--- src/rtl/ipv4_rx_pkg.sv ---
package ipv4_rx_pkg;

  // Fixed layout of a frame carrying an option-free IPv4 header
  localparam int IP_HDR_BYTES  = 20;
  localparam int HDR_BYTES     = 34;
  localparam int OFF_TYPE_HI   = 12;
  localparam int OFF_TYPE_LO   = 13;
  localparam int OFF_VIHL      = 14;
  localparam int OFF_TOTLEN_HI = 16;
  localparam int OFF_TOTLEN_LO = 17;
  localparam int OFF_PROTO     = 23;
  localparam int OFF_SRC       = 26;
  localparam int OFF_DST       = 30;

  localparam logic [15:0] ETHERTYPE_IPV4 = 16'h0800;
  localparam logic [7:0]  VIHL_PLAIN     = 8'h45;

  typedef enum logic [1:0] {
    ST_HDR,
    ST_PAY,
    ST_SKIP
  } walk_st_e;

  typedef enum logic [3:0] {
    ERR_NONE    = 4'd0,
    ERR_RUNT    = 4'd1,
    ERR_VERSION = 4'd2,
    ERR_LENGTH  = 4'd3
  } rx_err_e;

endpackage

--- src/rtl/ipv4_rx_walker.sv ---
module ipv4_rx_walker
  import ipv4_rx_pkg::*;
#(
  parameter int ADDR_W = 32,
  parameter int LEN_W  = 16
) (
  input  logic              clk,
  input  logic              rst,
  input  logic [ADDR_W-1:0] local_ip,
  input  logic [7:0]        in_data,
  input  logic              in_valid,
  input  logic              in_last,
  output logic              pay_fire,
  output logic              pay_first,
  output logic              pay_last,
  output logic              frame_begin,
  output logic              err_fire,
  output rx_err_e           err_kind,
  output logic [7:0]        cap_proto,
  output logic [ADDR_W-1:0] cap_src,
  output logic [LEN_W-1:0]  cap_len
);

  localparam int IDX_W  = $clog2(HDR_BYTES + 1);
  localparam int ABYTES = ADDR_W / 8;
  localparam logic [IDX_W-1:0] IDX_END = IDX_W'(HDR_BYTES - 1);

  walk_st_e          st_q, st_d;
  logic [IDX_W-1:0]  idx_q;
  logic              first_q;
  logic              go;
  logic              hdr_hit;
  logic [15:0]       etype_q;
  logic [7:0]        vihl_q;
  logic [LEN_W-1:0]  tot_q;
  logic [7:0]        proto_q;
  logic [ADDR_W-9:0] dst_hi;
  logic [ADDR_W-1:0] dst_full;

  assign hdr_hit     = in_valid && (st_q == ST_HDR);
  assign frame_begin = hdr_hit && (idx_q == '0);
  assign pay_fire    = in_valid && (st_q == ST_PAY);
  assign pay_first   = pay_fire && first_q;
  assign pay_last    = pay_fire && in_last;
  assign dst_full    = {dst_hi, in_data};

  // Verdict logic: decided on the final header byte, runt on any header byte
  always_comb begin
    st_d     = st_q;
    err_fire = 1'b0;
    err_kind = ERR_NONE;
    go       = 1'b0;
    unique case (st_q)
      ST_HDR: begin
        if (in_valid) begin
          if (in_last) begin
            err_fire = 1'b1;
            err_kind = ERR_RUNT;
          end else if (idx_q == IDX_END) begin
            if (etype_q != ETHERTYPE_IPV4) begin
              st_d = ST_SKIP;
            end else if (vihl_q != VIHL_PLAIN) begin
              st_d     = ST_SKIP;
              err_fire = 1'b1;
              err_kind = ERR_VERSION;
            end else if (tot_q < LEN_W'(IP_HDR_BYTES)) begin
              st_d     = ST_SKIP;
              err_fire = 1'b1;
              err_kind = ERR_LENGTH;
            end else if (dst_full != local_ip) begin
              st_d = ST_SKIP;
            end else begin
              st_d = ST_PAY;
              go   = 1'b1;
            end
          end
        end
      end
      ST_PAY, ST_SKIP: begin
        if (in_valid && in_last) st_d = ST_HDR;
      end
      default: st_d = ST_HDR;
    endcase
  end

  always_ff @(posedge clk) begin
    if (rst) begin
      st_q    <= ST_HDR;
      idx_q   <= '0;
      first_q <= 1'b0;
    end else begin
      st_q <= st_d;
      if (hdr_hit) begin
        idx_q <= (in_last || idx_q == IDX_END) ? '0 : idx_q + 1'b1;
      end
      if (go) begin
        first_q <= 1'b1;
      end else if (pay_fire) begin
        first_q <= 1'b0;
      end
    end
  end

  // Single-byte fields
  always_ff @(posedge clk) begin
    if (rst) begin
      etype_q <= '0;
      vihl_q  <= '0;
      tot_q   <= '0;
      proto_q <= '0;
    end else if (hdr_hit) begin
      if (idx_q == IDX_W'(OFF_TYPE_HI))   etype_q[15:8] <= in_data;
      if (idx_q == IDX_W'(OFF_TYPE_LO))   etype_q[7:0]  <= in_data;
      if (idx_q == IDX_W'(OFF_VIHL))      vihl_q        <= in_data;
      if (idx_q == IDX_W'(OFF_TOTLEN_HI)) tot_q         <= {in_data, tot_q[7:0]};
      if (idx_q == IDX_W'(OFF_TOTLEN_LO)) tot_q         <= {tot_q[LEN_W-1:8], in_data};
      if (idx_q == IDX_W'(OFF_PROTO))     proto_q       <= in_data;
    end
  end

  // Address bytes, most significant first
  for (genvar k = 0; k < ABYTES; k++) begin : g_addr
    logic [7:0] src_byte;
    always_ff @(posedge clk) begin
      if (rst) begin
        src_byte <= '0;
      end else if (hdr_hit && idx_q == IDX_W'(OFF_SRC + k)) begin
        src_byte <= in_data;
      end
    end
    assign cap_src[ADDR_W-1-8*k -: 8] = src_byte;

    if (k < ABYTES - 1) begin : g_dst
      logic [7:0] dst_byte;
      always_ff @(posedge clk) begin
        if (rst) begin
          dst_byte <= '0;
        end else if (hdr_hit && idx_q == IDX_W'(OFF_DST + k)) begin
          dst_byte <= in_data;
        end
      end
      assign dst_hi[ADDR_W-9-8*k -: 8] = dst_byte;
    end
  end

  assign cap_proto = proto_q;
  assign cap_len   = tot_q - LEN_W'(IP_HDR_BYTES);

endmodule

--- src/rtl/ipv4_rx_stats.sv ---
module ipv4_rx_stats
  import ipv4_rx_pkg::*;
#(
  parameter int CNT_W = 8
) (
  input  logic             clk,
  input  logic             rst,
  input  logic             err_fire,
  input  rx_err_e          err_kind,
  input  logic             pkt_inc,
  output logic [CNT_W-1:0] err_count,
  output logic [3:0]       err_code,
  output logic [CNT_W-1:0] pkt_count
);

  localparam logic [CNT_W-1:0] CNT_MAX = {CNT_W{1'b1}};

  always_ff @(posedge clk) begin
    if (rst) begin
      err_count <= '0;
      err_code  <= '0;
      pkt_count <= '0;
    end else begin
      if (err_fire) begin
        err_code <= err_kind;
        if (err_count != CNT_MAX) err_count <= err_count + 1'b1;
      end
      if (pkt_inc) pkt_count <= pkt_count + 1'b1;
    end
  end

endmodule

--- src/rtl/ipv4_rx_out.sv ---
module ipv4_rx_out #(
  parameter int ADDR_W = 32,
  parameter int LEN_W  = 16
) (
  input  logic              clk,
  input  logic              rst,
  input  logic [7:0]        in_data,
  input  logic              pay_fire,
  input  logic              pay_first,
  input  logic              pay_last,
  input  logic              frame_begin,
  input  logic [7:0]        cap_proto,
  input  logic [ADDR_W-1:0] cap_src,
  input  logic [LEN_W-1:0]  cap_len,
  output logic [7:0]        pl_data,
  output logic              pl_valid,
  output logic              pl_last,
  output logic              pl_start,
  output logic              hdr_valid,
  output logic [7:0]        hdr_protocol,
  output logic [LEN_W-1:0]  hdr_length,
  output logic [ADDR_W-1:0] hdr_src_ip
);

  always_ff @(posedge clk) begin
    if (rst) begin
      pl_data  <= '0;
      pl_valid <= 1'b0;
      pl_last  <= 1'b0;
      pl_start <= 1'b0;
    end else begin
      pl_valid <= pay_fire;
      pl_last  <= pay_last;
      pl_start <= pay_first;
      if (pay_fire) pl_data <= in_data;
    end
  end

  always_ff @(posedge clk) begin
    if (rst) begin
      hdr_valid    <= 1'b0;
      hdr_protocol <= '0;
      hdr_length   <= '0;
      hdr_src_ip   <= '0;
    end else begin
      if (pay_first) begin
        hdr_valid    <= 1'b1;
        hdr_protocol <= cap_proto;
        hdr_length   <= cap_len;
        hdr_src_ip   <= cap_src;
      end else if (frame_begin) begin
        hdr_valid <= 1'b0;
      end
    end
  end

endmodule

--- src/rtl/ipv4_rx_parser.sv ---
module ipv4_rx_parser
  import ipv4_rx_pkg::*;
#(
  parameter int ADDR_W = 32,
  parameter int LEN_W  = 16,
  parameter int CNT_W  = 8
) (
  input  logic              clk,
  input  logic              rst,
  input  logic [ADDR_W-1:0] local_ip,
  input  logic [7:0]        s_tdata,
  input  logic              s_tvalid,
  input  logic              s_tlast,
  output logic              s_tready,
  output logic [7:0]        pl_data,
  output logic              pl_valid,
  output logic              pl_last,
  output logic              pl_start,
  output logic              hdr_valid,
  output logic [7:0]        hdr_protocol,
  output logic [LEN_W-1:0]  hdr_length,
  output logic [ADDR_W-1:0] hdr_src_ip,
  output logic [CNT_W-1:0]  err_count,
  output logic [3:0]        err_code,
  output logic [CNT_W-1:0]  pkt_count
);

  logic              pay_fire, pay_first, pay_last, frame_begin, err_fire;
  rx_err_e           err_kind;
  logic [7:0]        cap_proto;
  logic [ADDR_W-1:0] cap_src;
  logic [LEN_W-1:0]  cap_len;

  assign s_tready = 1'b1;

  ipv4_rx_walker #(.ADDR_W(ADDR_W), .LEN_W(LEN_W)) u_walk (
    .clk(clk), .rst(rst), .local_ip(local_ip),
    .in_data(s_tdata), .in_valid(s_tvalid), .in_last(s_tlast),
    .pay_fire(pay_fire), .pay_first(pay_first), .pay_last(pay_last),
    .frame_begin(frame_begin), .err_fire(err_fire), .err_kind(err_kind),
    .cap_proto(cap_proto), .cap_src(cap_src), .cap_len(cap_len)
  );

  ipv4_rx_stats #(.CNT_W(CNT_W)) u_stats (
    .clk(clk), .rst(rst), .err_fire(err_fire), .err_kind(err_kind),
    .pkt_inc(pay_first), .err_count(err_count), .err_code(err_code),
    .pkt_count(pkt_count)
  );

  ipv4_rx_out #(.ADDR_W(ADDR_W), .LEN_W(LEN_W)) u_out (
    .clk(clk), .rst(rst), .in_data(s_tdata),
    .pay_fire(pay_fire), .pay_first(pay_first), .pay_last(pay_last),
    .frame_begin(frame_begin), .cap_proto(cap_proto), .cap_src(cap_src),
    .cap_len(cap_len), .pl_data(pl_data), .pl_valid(pl_valid),
    .pl_last(pl_last), .pl_start(pl_start), .hdr_valid(hdr_valid),
    .hdr_protocol(hdr_protocol), .hdr_length(hdr_length),
    .hdr_src_ip(hdr_src_ip)
  );

endmodule

--- config.mk ---
export PLATFORM = sky130hd
export DESIGN_NAME = ipv4_rx_parser
export DESIGN_NICKNAME = d
export VERILOG_FILES = /design/src/rtl/ipv4_rx_pkg.sv /design/src/rtl/ipv4_rx_walker.sv /design/src/rtl/ipv4_rx_stats.sv /design/src/rtl/ipv4_rx_out.sv /design/src/rtl/ipv4_rx_parser.sv
export SDC_FILE = /design/constraint.sdc
export NUM_CORES = 1
export LEC_CHECK = 0
export BUFFER_PORTS_ARGS = -buffer_cell sky130_fd_sc_hd__buf_2
export CAP_MARGIN = 20
export CORE_MARGIN = 2
export CORE_UTILIZATION = 49
export CTS_CLUSTER_DIAMETER = 150
export DETAILED_ROUTE_END_ITERATION = 6
export PLACE_DENSITY = 0.7
export SYNTH_ARGS = -nofsm -noshare
export SYNTH_HDL_FRONTEND = slang
export SYNTH_SLANG_ARGS = --single-unit
--- constraint.sdc ---
create_clock -name clk -period 3.8 [get_ports clk]
set_input_delay 0.76 -clock clk [delete_from_list [all_inputs] [get_ports clk]]
set_output_delay 0.76 -clock clk [all_outputs]
set_load 0.02 [all_outputs]
# After elaboration in Yosys (flattened, before gate mapping)
# Cells that the tools add are included.
# W data, S select, Z words.
[word_totals]
register_bits = 201
input_bits = 44
out_inout_bits = 89
[op_classes]
add_sub_neg = 4
magnitude_cmp = 1
n_eq_ne = 24
mux = 37
n_bitwise = 1
n_reduce_logical = 27
[ops]
columns = ["operator", "count"]
rows = [
  ["$eq A6 B5 Y1 const B", 9],
  ["$ne A32 B32 Y1", 1],
  ["$mux W4", 6],
  ["$mux W1", 19],
  ["$eq A6 B4 Y1 const B", 3],
  ["$mux W2", 9],
  ["$add A8 B1 Y8 const B", 2],
  ["$lt A16 B5 Y1 const B", 1],
  ["$ne A16 B12 Y1 const B", 1],
  ["$sub A16 B5 Y16 const B", 1],
  ["$logic_and A1 B1 Y1", 13],
  ["$eq A6 B6 Y1 const B", 2],
  ["$reduce_and A2 Y1", 6],
  ["$mux W8", 1],
  ["$ne A8 B7 Y1 const B", 1],
  ["$ne A8 B8 Y1 const B", 1],
  ["$add A6 B1 Y6 const B", 1],
  ["$logic_not A6 Y1", 1],
  ["$mux W6", 1],
  ["$ne A2 B2 Y1 const B", 3],
  ["$pmux W2 S2", 1],
  ["$reduce_and A4 Y1", 1],
  ["$reduce_bool A2 Y1", 2],
  ["$reduce_and A3 Y1", 1],
  ["other kinds (7)", 7],
]

# Longest topological paths before layout
[depth]
word_depth = 10
ltp_mapped = 9
ltp_nobuf = 8

# Cells and area by module
# Synthesis repeated with hierarchy kept, for this count alone.
[hier_totals]
cells_unflattened = 887
hier_area_um2 = 8424.3
[modules_own_cells]
columns = ["mod", "n_inst", "cells_each", "area_each_um2", "seq_area_each_um2"]
rows = [
  ["ipv4_rx_walker", 1, 569, 5069.9, 2262.2],
  ["ipv4_rx_out", 1, 218, 2423.6, 1361.3],
  ["ipv4_rx_stats", 1, 98, 919.6, 400.4],
  ["ipv4_rx_parser", 1, 2, 11.3, 0.0],
]

# Least setup slack after synthesis
# No wires, ideal clock.
[synth_timing]
path_kind = "in2reg"
from = "in s_tvalid"
to = "reg u_walk.g_addr[1].g_dst.dst_byte[7]"
setup_ns = 0.128
t_arrival_ns = 2.047
setup_slack_ns = 1.626
cell_stages = 5
n_path_buf = 0
cell_sequence = "nand2_1 nor3b_1 nand4_1 mux2i_1 nor2_1"
[synth_between]
elab_chain_len = 2
[synth_lines]
columns = ["element", "line", "text"]
rows = [
  ["from (decl)", "ipv4_rx_parser.sv:12", "input logic s_tvalid,"],
  ["$logic_and A1 B1 Y1", "ipv4_rx_walker.sv:40", "assign hdr_hit = in_valid && (st_q == ST_HDR);"],
  ["$logic_and A1 B1 Y1", "ipv4_rx_walker.sv:138", "end else if (hdr_hit && idx_q == IDX_W'(OFF_DST + k)) begin"],
  ["to (signal assigned)", "ipv4_rx_walker.sv:139", "dst_byte <= in_data;"],
  ["to (decl)", "ipv4_rx_walker.sv:134", "logic [7:0] dst_byte;"],
]
# Every way passes these cells.
# A chain may end at the register's enable or synchronous reset.

# Worst setup path after layout
[layout_timing]
from = "reg u_walk.idx_q[0]"
to = "reg u_stats.err_count[5]"
[layout_between]
elab_chain_len = 6
[layout_lines]
columns = ["element", "line", "text"]
rows = [
  ["from (decl)", "ipv4_rx_walker.sv:29", "logic [IDX_W-1:0] idx_q;"],
  ["from (signal assigned)", "ipv4_rx_walker.sv:94", "idx_q <= (in_last || idx_q == IDX_END) ? '0 : idx_q + 1'b1;"],
  ["$eq A6 B6 Y1", "ipv4_rx_walker.sv:59", "end else if (idx_q == IDX_END) begin"],
  ["$mux W1", "ipv4_rx_walker.sv:59", ""],
  ["$mux W1", "ipv4_rx_walker.sv:56", "if (in_last) begin"],
  ["$mux W1", "ipv4_rx_walker.sv:55", "if (in_valid) begin"],
  ["$mux W1", "ipv4_rx_walker.sv:53", "unique case (st_q)"],
  ["$reduce_and A2 Y1 (no line)", "--", ""],
  ["to (signal assigned)", "ipv4_rx_stats.sv:26", "if (err_count != CNT_MAX) err_count <= err_count + 1'b1;"],
  ["to (decl)", "ipv4_rx_stats.sv:11", "output logic [CNT_W-1:0] err_count,"],
]
# Every way passes these cells.

==> flow_summary.yaml <==
die:
  die_height_um: 132
  io-pin-count: 133
  die_area_um2: 17400
  coreArea_um2: 15900
  die_w_um: 132
  rows: 46
  initial_core_util_pct: 50.3
sta:
  fin_tns_setup_ns: 0
  drv_slew: 0
  finalCritPeriodShare_pct: 70.8
  finalHoldWorstSlack_ns: 0.451
  setup_violations: 0
  fmax_mhz: 372
  fin_skew_ns: 0.0165
  rsz0062_at_grt: "no"
  hold_viol: 0
  slew_headroom_pct: 40.1
  tightest_slew_ns: 0.892
  period_minus_slack_ns: 2.69
worst_setup_path:
  critPathKind: "reg2reg"
  critPathArrivalTime_ns: 3.06
  reg2reg_depth: 6
  crit_path_end_kind: "flop"
  start_kind: "flop"
  r2r_setup_slack_ns: 1.11
  crit_required_ns: 4.17
  rr_startpoint: "u_walk.idx_q[0]"
  cp_max_fo: 14
  reg2reg_to: "u_stats.err_count[5]"
cts:
  htreeDepth: 4
  cts_root_buf: "clkbuf_16"
  cts_hold_buf: 0
  numCtsBuffers: 17
  post-cts-setup-buffers: 0
  clockBufferDepth: 2
  cts_resized: 0
  clkLatencyLatePin_ns: 0.44
  cts_sinks: 199
  cts_tree: "done"
  clk_pin_slew_ns: 0.07
synth:
  async_reset_ff_share_pct: 0
  yosysSeqAreaShare_pct: 49.7
  ys.flop_type: "dfxtp_1"
  ys_ff_latch: 199
  synth.avg_cell_area_um2: 8.52
  synth-edff-count: 0
  synthCells: 941
  yosys_warnings: 0
  yosys.cell_types.count: 47
  syn_area_um2: 8020
grt:
  antenna_found_initial: 0
  grt_remaining_overflow: 0
  use_met1_pct: 29.3
  busiest_layer: "met2"
  grt_pass1_wl_mm: 31.5
  globalRouteMet3Util_pct: 4.04
  track_usage_pct: 22.0
  gr-usage-met2_pct: 36.7
  grt_max_degree: 77
  first_global_vias: 6270
power:
  p_per_area_nw_per_um2: 444
  leakage_nw: 3.97
  power_mw: 4.18
  vdd_drop_max_mv: 0.416
placed_design:
  port_buffers: 129
  gp_congestion: 0.793
  hpwl_mm: 12.5
drt:
  detail_route.wl_per_cell_um: 14.9
  vias: 6609
  routed_wl_mm: 18.9
  first_pass_iters: 4
  ant_nets: 0
  routed_via_density: 5.22
  first_iter_violations: 395
  drc: 0
min_path:
  worstHoldStart: "u_walk.g_addr[2].src_byte[4]"
  min_to: "u_out.hdr_src_ip[12]"
  hold_class: "reg2reg"
  min_path_cells: 2
outcome:
  status: "finished clean"
finish:
  area_growth_pct: 17.4
  drive_gt1_share_pct: 17.5
  nets: 1091
  fillers: 1463
  antenna_cells: 0
flow_run:
  maxCapViolations: 0
-- cell usage in the layout, fill, tap and decap left out, types with 2 or more instances in the layout --
cell / synthesis / routed
nor4b_1: 2 / 2
buf_4: 3 / 9
nand3_1: 51 / 51
clkinvlp_4: 0 / 3
ha_1: 9 / 9
dfxtp_1: 199 / 199
nand2b_1: 2 / 2
inv_1: 10 / 10
buf_2: 1 / 128
xor2_1: 30 / 30
xnor2_1: 23 / 23
a311oi_1: 2 / 2
nand4_1: 12 / 12
and2_1: 2 / 2
a21oi_1: 110 / 110
nor2b_1: 4 / 4
bufinv_16: 0 / 4
or3_2: 2 / 2
a211oi_1: 9 / 9
o21ai_0: 8 / 8
clkbuf_16: 0 / 17
clkbuf_8: 0 / 3
mux2i_1: 57 / 57
or3_1: 4 / 4
clkinv_2: 0 / 4
nor4_1: 10 / 10
and3_1: 6 / 5
o31ai_1: 4 / 4
nor2_1: 94 / 93
nand2_1: 192 / 191
or2_2: 3 / 3
nor3_1: 14 / 14
nand4b_1: 2 / 2
conb_1: 2 / 3
or4_1: 2 / 2
-- synth_stat cells, drive strengths merged (2+ instances only) --
master | n | area share (%)
a211oi | 9 | 0.84
a21oi | 110 | 6.9
a311oi | 2 | 0.22
and2 | 3 | 0.25
and3 | 6 | 0.47
buf | 8 | 0.53
clkbuf | 53 | 2.5
conb | 2 | 0.094
dfxtp | 199 | 50
ha | 9 | 1.4
inv | 10 | 0.47
mux2i | 57 | 7.1
nand2 | 192 | 9.0
nand2b | 2 | 0.16
nand3 | 51 | 3.2
nand4 | 13 | 1.1
nand4b | 2 | 0.22
nor2 | 94 | 4.4
nor2b | 4 | 0.31
nor3 | 14 | 0.87
nor4 | 11 | 1.0
nor4b | 2 | 0.22
o21ai | 10 | 0.67
o31ai | 4 | 0.37
or2 | 3 | 0.23
or3 | 6 | 0.50
or4 | 2 | 0.19
xnor2 | 23 | 2.5
xor2 | 30 | 3.3
-- where the power goes --
group	total [mW]	switching, mW	internal, mW
Combinational	0.159	0.114	0.0453
Clock	1.93	0.777	1.15
Sequential	2.09	0.00432	2.09
Total	4.18	0.895	3.28
-- per-layer routing --
metal / wire length (µm) / share of wire (%) / vias up
li1: - / - / 3359
met1: 8510 / 45 / 3068
met2: 9030 / 48 / 163
met3: 1130 / 6.0 / 19
met4: 263 / 1.4 / 0
met5: 0 / 0 / -
-- cell families (layout without fill, tap and decap cells) --
| logic type | after synthesis | after routing | synth area share, % |
|---|---|---|---|
| compound gates | 141 | 141 | 9.85 |
| flops | 199 | 199 | 49.7 |
| xor+xnor | 53 | 53 | 5.79 |
| other cells | 2 | 3 | 0.0937 |
| simple gates | 409 | 409 | 22.6 |
| buf+inv | 71 | 180 | 3.48 |
| fa+ha+maj | 9 | 9 | 1.40 |
| mux | 57 | 57 | 7.12 |
-- worst max path at each step --
stage | to | cells after the start | startpoint | slack, ns
final | u_stats.err_count[5] | 6 | u_walk.idx_q[0] | 1.11
after global routing | u_stats.err_count[5] | 6 | u_walk.idx_q[0] | 0.90
after CTS | u_stats.err_count[5] | 6 | u_walk.idx_q[0] | 1.10
after detailed placement | u_walk.g_addr[1].g_dst.dst_byte[0] | 6 | s_tvalid | 1.03
after global placement | u_walk.g_addr[1].g_dst.dst_byte[7] | 6 | s_tvalid | 1.08
after floorplan | u_walk.g_addr[1].g_dst.dst_byte[7] | 5 | s_tvalid | 1.63
-- registers in the layout (all words and copies together) (netlist names), 6 cells and up --
signal                        cells
u_out.hdr_protocol                8
u_walk.cap_proto                  8
u_walk.idx_q                      6
u_walk.g_addr.src_byte           32
u_walk.tot_q                     16
u_out.hdr_length                 16
u_stats.err_count                 8
u_walk.vihl_q                     8
u_out.pl_data                     8
u_out.hdr_src_ip                 32
u_stats.pkt_count                 8
u_walk.etype_q                   16
u_walk.g_addr.g_dst.dst_byte     24
-- critical path: stages, from the launching register on --
cell and delay (ns):
dfxtp_1 0.44, ha_1 0.53, nand4b_1 0.35, a2111oi_4 0.45, o21ai_2 0.21, or4_1 0.49
a21oi_1 0.14
-- cell type report --
type                       instances  area [µm²]  area share (%)
multi-input combinational        672        3760            40.0
clock inverter                    12         171            1.82
clock buffer                      20         467            4.96
tap                              216         270            2.87
sequential                       199        3980            42.3
inverter                          10        37.5           0.399
timing repair buffer             138         719            7.64
-- per-stage QoR --
step / cells / utilization (%) / cell area, µm² / worst slack [ns]
after floorplan: 942 / - / 8020 / 1.63
final: 1267 / 59.0 / 9410 / 1.11
after global placement: 1235 / 55.0 / 8770 / 1.08
after CTS: 1267 / 59.0 / 9410 / 1.10
after global routing: 1267 / 59.0 / 9410 / 0.901
after detailed placement: 1235 / 55.0 / 8770 / 1.03
Power figures use the tool's default switching activity.
